File: src/rtl/pmax_pkg.sv
`timescale 1ns/1ps
package pmax_pkg;
  // Distance to the neighbour read in a given round (0-based round).
  function automatic int stride_for(input int rnd);
    return 1 << rnd;
  endfunction

  // Index of the neighbour position k reads in round rnd.
  function automatic int nbr_index(input int k, input int rnd);
    return k + stride_for(rnd);
  endfunction

  // Number of rounds needed for n positions.
  function automatic int rounds_for(input int n);
    return $clog2(n);
  endfunction
endpackage

File: src/rtl/pmax_cell.sv
`timescale 1ns/1ps
module pmax_cell #(
  parameter int KEY_W = 8
) (
  input  logic             clk,
  input  logic             rst_n,
  input  logic             load_i,
  input  logic             step_i,
  input  logic [KEY_W-1:0] key_i,
  input  logic [KEY_W-1:0] nbr_i,
  output logic [KEY_W-1:0] val_o
);
  function automatic logic [KEY_W-1:0] larger(input logic [KEY_W-1:0] a,
                                              input logic [KEY_W-1:0] b);
    return (b > a) ? b : a;
  endfunction

  logic [KEY_W-1:0] val_q;
  logic [KEY_W-1:0] round_next;

  assign round_next = larger(val_q, nbr_i);

  always_ff @(posedge clk) begin
    if (!rst_n) begin
      val_q <= '0;
    end else if (load_i) begin
      val_q <= key_i;
    end else if (step_i) begin
      val_q <= round_next;
    end
  end

  assign val_o = val_q;

  AST_CELL_NONDECREASE: assert property (@(posedge clk) disable iff (!rst_n)
    (step_i && !load_i) |=> (val_o >= $past(val_o)));
  AST_CELL_LOAD: assert property (@(posedge clk) disable iff (!rst_n)
    load_i |=> (val_o == $past(key_i)));
endmodule

File: src/rtl/pmax_seq.sv
`timescale 1ns/1ps
module pmax_seq #(
  parameter int LG_N  = 3,
  parameter int RND_W = 2
) (
  input  logic             clk,
  input  logic             rst_n,
  input  logic             start_i,
  output logic             load_o,
  output logic             step_o,
  output logic [RND_W-1:0] round_o,
  output logic             done_o
);
  localparam logic [RND_W-1:0] LAST_RND = RND_W'(LG_N - 1);

  logic             running_q;
  logic [RND_W-1:0] round_q;
  logic             done_q;
  logic             last_round;

  assign load_o     = start_i & ~running_q;
  assign step_o     = running_q;
  assign last_round = running_q && (round_q == LAST_RND);

  always_ff @(posedge clk) begin
    if (!rst_n) begin
      running_q <= 1'b0;
      round_q   <= '0;
      done_q    <= 1'b0;
    end else begin
      done_q <= last_round;
      if (load_o) begin
        running_q <= 1'b1;
        round_q   <= '0;
      end else if (running_q) begin
        round_q <= round_q + 1'b1;
        if (last_round) running_q <= 1'b0;
      end
    end
  end

  assign round_o = round_q;
  assign done_o  = done_q;

  AST_DONE_PULSE: assert property (@(posedge clk) disable iff (!rst_n)
    done_q |=> !done_q);
  AST_DONE_IDLE: assert property (@(posedge clk) disable iff (!rst_n)
    done_q |-> !running_q);
  AST_ROUND_LIMIT: assert property (@(posedge clk) disable iff (!rst_n)
    round_q <= RND_W'(LG_N));
  AST_BUSY_IGNORES_START: assert property (@(posedge clk) disable iff (!rst_n)
    (running_q && start_i && !last_round) |=>
      (running_q && round_q == $past(round_q) + 1'b1));
endmodule

File: src/rtl/pmax_unit.sv
`timescale 1ns/1ps
module pmax_unit #(
  parameter int KEY_W  = 8,
  parameter int N_KEYS = 8
) (
  input  logic                    clk,
  input  logic                    rst_n,
  input  logic                    start_i,
  input  logic [N_KEYS*KEY_W-1:0] keys_i,
  output logic [KEY_W-1:0]        max_o,
  output logic                    done_o
);
  localparam int LG_N  = pmax_pkg::rounds_for(N_KEYS);
  localparam int RND_W = $clog2(LG_N + 1);

  logic             load_w;
  logic             step_w;
  logic [RND_W-1:0] round_w;
  logic             done_w;

  logic [KEY_W-1:0] cell_val [N_KEYS];
  logic [KEY_W-1:0] cell_nbr [N_KEYS];
  logic [KEY_W-1:0] cand     [N_KEYS][LG_N];

  pmax_seq #(.LG_N(LG_N), .RND_W(RND_W)) seq_i (
    .clk(clk), .rst_n(rst_n), .start_i(start_i),
    .load_o(load_w), .step_o(step_w), .round_o(round_w), .done_o(done_w)
  );

  for (genvar g = 0; g < N_KEYS; g++) begin : g_cell
    for (genvar r = 0; r < LG_N; r++) begin : g_rnd
      localparam int IDX = pmax_pkg::nbr_index(g, r);
      if (IDX < N_KEYS) begin : g_in
        assign cand[g][r] = cell_val[IDX];
      end else begin : g_pad
        assign cand[g][r] = '0;
      end
    end

    always_comb begin
      cell_nbr[g] = '0;
      for (int r = 0; r < LG_N; r++) begin
        if (round_w == RND_W'(r)) cell_nbr[g] = cand[g][r];
      end
    end

    pmax_cell #(.KEY_W(KEY_W)) cell_i (
      .clk(clk), .rst_n(rst_n), .load_i(load_w), .step_i(step_w),
      .key_i(keys_i[g*KEY_W +: KEY_W]), .nbr_i(cell_nbr[g]),
      .val_o(cell_val[g])
    );
  end

  assign max_o  = cell_val[0];
  assign done_o = done_w;

  AST_RESULT_HELD: assert property (@(posedge clk) disable iff (!rst_n)
    (!load_w && !step_w) |=> $stable(max_o));
  AST_DONE_COVERS_TOP: assert property (@(posedge clk) disable iff (!rst_n)
    done_o |-> (max_o >= cell_val[N_KEYS-1]));
endmodule

File: config.mk
export PLATFORM = sky130hd
export DESIGN_NAME = pmax_unit
export DESIGN_NICKNAME = d
export VERILOG_FILES = /design/src/rtl/pmax_pkg.sv /design/src/rtl/pmax_cell.sv /design/src/rtl/pmax_seq.sv /design/src/rtl/pmax_unit.sv
export SDC_FILE = /design/constraint.sdc
export NUM_CORES = 1
export LEC_CHECK = 0
export BUFFER_PORTS_ARGS = -buffer_cell sky130_fd_sc_hd__buf_2
export CAP_MARGIN = 20
export CORE_MARGIN = 5
export CORE_UTILIZATION = 45
export CTS_BUF_LIST = sky130_fd_sc_hd__clkbuf_16
export CTS_CLUSTER_SIZE = 30
export DETAILED_ROUTE_END_ITERATION = 10
export SKIP_CTS_REPAIR_TIMING = 1
export SYNTH_ARGS = -nofsm -noshare
export SYNTH_HDL_FRONTEND = slang
export SYNTH_SLANG_ARGS = --single-unit
File: constraint.sdc
create_clock -name clk -period 5.7 [get_ports clk]
set_input_delay 1.71 -clock clk [delete_from_list [all_inputs] [get_ports clk]]
set_output_delay 1.71 -clock clk [all_outputs]
set_load 0.1 [all_outputs]
==> results.md <==
Clocking:
- The number of buffers on the longest clock path is 2.
- The tree is rooted in a sky130_fd_sc_hd__clkbuf_16.
- The number of levels in the clock H-tree is 3.
- The CTS sink count is just under 70.
- The later-pin clock latency in the skew report is between 300 and 400 ps.
- The number of CTS-inserted buffers is 9.
- The clock tree from TritonCTS is done.
- The register clock-pin slew on the reported worst setup and hold paths is 60 ps.

STA:
- The worst clock skew is around 7.1 ps.
- The worst path in the final design needs a cycle of roughly 3700 ps, including I/O delays and setup.
- The worst slack on hold paths is between 500 and 600 ps.
- The max-slew violation count is 0.
- The headroom to the max-slew limit is 27.5%.
- The number of endpoints with negative hold slack in the final report is 0.
- The sum of negative setup slack is 0 ps.
- Setup repair after global routing left no endpoint under its margin.
- For this run, the top clock speed supported by timing is ~0.27 GHz.
- Setup violations remaining at the end of the flow were counted as 0.
- At the pin with the least slew margin, the transition time is approximately 1100 ps.
- Dividing the final minimum period by the clock period gives 65.8%.

Setup path:
- In this design, the largest share of critical-path delay is due to adder cells.
- The cell with the biggest individual delay on the critical path is sky130_fd_sc_hd__ha_2.
- The critical path contains buffers and inverters numbering 2 combined.
- For the worst setup path, the data arrival time is around 4000 ps.
- STA classifies the critical path endpoint as a flip-flop.
- Measured in cells, the most critical reg-to-reg path has a length of 11.
- In this run the number of cells on the critical path is 11.
- The data required time at the worst endpoint is 5970 ps.
- The worst register-to-register path has a setup slack of a little under 2000 ps.
- The origin of the critical flop-to-flop path is seq_i.round_o[0].
- The worst setup path category is reg2reg.
- The endpoint of the most critical register-to-register path is g_cell[2].cell_i.val_o[6].
- STA classifies the critical path startpoint as a flip-flop.
- The maximum fanout count along the critical path is between 50 and 60.
- The delay of the slowest cell on the worst path is approximately 920 ps.
- The critical path goes through inv_1, ha_2, buf_4, a221oi_2, a21oi_1, ha_1, nand2_1, o21ai_1, o31ai_2, nor4_1, nor3_1.

Detailed routing:
- The post-route DRC violation count is 0.
- The remaining antenna violation count after routing is 0.
- The number of vias per cell is between 6 and 7.
- The routed wire length per instance is approximately 19 µm.
- The final wirelength is ~19,000 µm.
- The detailed router finished its first iteration with 429 violations.
- The count of TritonRoute iterations in the first routing pass is 4.
- The number of vias after detailed routing is 6,058.

Global routing:
- The remaining global-route overflow is 0.
- The via count of the first global-routing pass is ~5,800.
- Entering global routing, the biggest net connects 78 pins.
- The number of antenna violations at the first check in global routing is 0.
- In the global route stage, overall resource usage came out at roughly a quarter.
- The first global-routing pass estimated roughly 30,000 µm of wire.

Yosys:
- The commonest register cell after synthesis is sky130_fd_sc_hd__dfxtp_1.
- Counting every net in the synthesized netlist gives 910.
- The most repeated cell in the gate-level netlist after synthesis is sky130_fd_sc_hd__a21oi_1.
- The Yosys step of the flow raised 0 warnings.
- The proportion of synthesized flip-flops having asynchronous set or reset is 0%.
- Counting flops and latches in the post-synthesis netlist gives 68.
- Synthesis instantiated 36 different standard cells from the library.
- The sequential fraction of the synthesis area is around 23%.
- Ranked by total cell area, the synthesized netlist is headed by sky130_fd_sc_hd__dfxtp_1 23%, sky130_fd_sc_hd__ha_1 12%, sky130_fd_sc_hd__a21oi_1 6.0%, sky130_fd_sc_hd__a211oi_1 5.3%, sky130_fd_sc_hd__nor4_1 4.4%.
- sky130_fd_sc_hd__dfxtp_1 takes more of the synthesized area than any other cell.
- The summed instance area of the synthesized netlist is between 0.005 and 0.006 mm².
- Yosys mapped a number of flops with a built-in enable equal to 0.
- Counting instances in the post-synthesis netlist gives the leading cell types as 71 x sky130_fd_sc_hd__a21oi_1, 68 x sky130_fd_sc_hd__dfxtp_1, 66 x sky130_fd_sc_hd__nand2_1, 59 x sky130_fd_sc_hd__ha_1, 57 x sky130_fd_sc_hd__inv_1.
- The cell count after synthesis is 784.
- The share of the synthesized area in the top cell type is between 20% and 30%.
- A synthesized cell averages around 7.5 µm².

Cells and area:
- The count of non-filler cells in the finished layout is ~990.
- The final layout contains roughly 940 nets.
- Compared with the post-synthesis result, the final layout area differs by 12.2%.
- The number of diodes added for antenna fixing is 0.
- Summing all multi-input logic gate instances after layout gives a little over 0.004 mm².
- Across the whole layout, storage elements account for between 0.001 and 0.0015 mm².
- Cells with a size suffix above 1 make up ~15% of the layout.
- The layout filler cell count is between 1,000 and 1,500.
- The final cell area excluding filler cells is around 0.0066 mm².

Die:
- The overall die area is between 0.015 and 0.02 mm².
- The initialized floorplan defines 41 standard-cell rows.
- The starting density of the core is a little under half.
- The count of pins on the block boundary is between 70 and 80.
- The core area is roughly 0.013 mm².
- From left edge to right edge, the die measures around 120 µm.
- The die boundary height is ~120 µm.

Pwr:
- For this design the static power due to leakage is between 0.002 and 0.003 µW.
- The worst-case vdd ir drop is approximately 150 µV.
- The total chip power is approximately 2300 µW.
- For this design the ratio of total power to cell area is roughly 340 mW/mm².

Min path:
- Along the worst hold path, the cell count comes to 2.
- The endpoint with the worst hold slack is g_cell[7].cell_i.val_o[5].
- The class of the tightest hold or removal check is reg2reg.
- The hold path startpoint is g_cell[7].cell_i.val_o[5].

Place:
- The routability congestion estimate from global placement is 0.901.
- During placement, the flow inserted port buffers numbering between 70 and 80.
- The HPWL after detailed placement is 14,000 µm.
- The cell count after placement is 971.
- The placed standard-cell area is roughly 0.0063 mm².

Run status:
- The run finished with clean final reports.

Job:
- The count of maximum capacitance violations is 0.
[flip-flops by register name (all words and copies together), names as in the netlist]
name	cells
seq_i.done_o	1
g_cell.cell_i.val_o	64
seq_i.round_o	2
seq_i.step_o	1
[placed cells by master, fill, tap and decap left out, drive strengths merged]
cell	count
nand3b	16
nand3	22
a21o	8
o31a	12
and3	2
buf	85
nor4	42
a221oi	21
o22ai	6
nor3	44
o211ai	9
a21oi	71
clkbuf	9
a211oi	43
bufinv	2
nor3b	1
nand2	66
clkinv	2
o211a	1
nand2b	18
nand4	8
o311ai	8
ha	59
dfxtp	68
and2	11
a21boi	9
o21ai	62
clkinvlp	1
inv	59
nor2b	31
and3b	11
o31ai	10
[cell type report]
cell class | instances | share of cell area [%]
Clock buffer | 9 | 3.40
Clock inverter | 7 | 1.26
Inverter | 57 | 3.23
Multi-Input combinational cell | 591 | 61.2
Sequential cell | 68 | 20.5
Tap cell | 172 | 3.25
Timing Repair Buffer | 85 | 7.17
[through the flow]
stage,util (%),worst slack (ps)
2_1_floorplan,-,2960
3_3_place_gp,49.4,2080
3_5_place_dp,49.4,2020
4_1_cts,51.8,1980
5_1_grt,52.1,1600
6_report,52.1,1950
[worst max-delay path by stage]
stage / startpoint / slack [ps] / to
6_report: seq_i.round_o[0] / 1950 / g_cell[2].cell_i.val_o[6]
5_1_grt: seq_i.round_o[0] / 1600 / g_cell[0].cell_i.val_o[0]
4_1_cts: seq_i.round_o[0] / 1980 / g_cell[2].cell_i.val_o[6]
3_5_place_dp: start_i / 2020 / g_cell[2].cell_i.val_o[6]
3_3_place_gp: seq_i.round_o[0] / 2080 / g_cell[0].cell_i.val_o[6]
2_1_floorplan: start_i / 2960 / g_cell[0].cell_i.val_o[1]
[per-layer routing]
| metal | global-route usage (%) | routed length (µm) | vias up |
|---|---|---|---|
| met3 | 4.76 | 928 | 42 |
| met2 | 36.8 | 8480 | 169 |
| met1 | 32.5 | 8810 | 2874 |
| met5 | 0 | 0 | - |
| li1 | - | - | 2973 |
| met4 | 9.28 | 573 | 0 |
[kinds of logic after synthesis]
kind of cell    synth area share [%]
buf+inv                         8.60
simple gates                    25.5
compound gates                  30.4
fa+ha+maj                       12.5
flops                           23.0
[where the power goes]
part | switching (µW) | leakage (µW) | internal [µW]
sequential | 102 | 0.000563 | 544
clock | 220 | 0.000155 | 377
combinational | 679 | 0.00193 | 357
total | 1000 | 0.00265 | 1280
[worst reg2reg max path: stages (launching register included)]
cell and delay, ps:
sky130_fd_sc_hd__dfxtp_1 310, sky130_fd_sc_hd__inv_1 120, sky130_fd_sc_hd__ha_2 920, sky130_fd_sc_hd__buf_4 500, sky130_fd_sc_hd__a221oi_2 90, sky130_fd_sc_hd__a21oi_1 310, sky130_fd_sc_hd__ha_1 320, sky130_fd_sc_hd__nand2_1 70
sky130_fd_sc_hd__o21ai_1 120, sky130_fd_sc_hd__o31ai_2 610, sky130_fd_sc_hd__nor4_1 100, sky130_fd_sc_hd__nor3_1 200
Note: power is estimated with default switching activity, not from simulation.
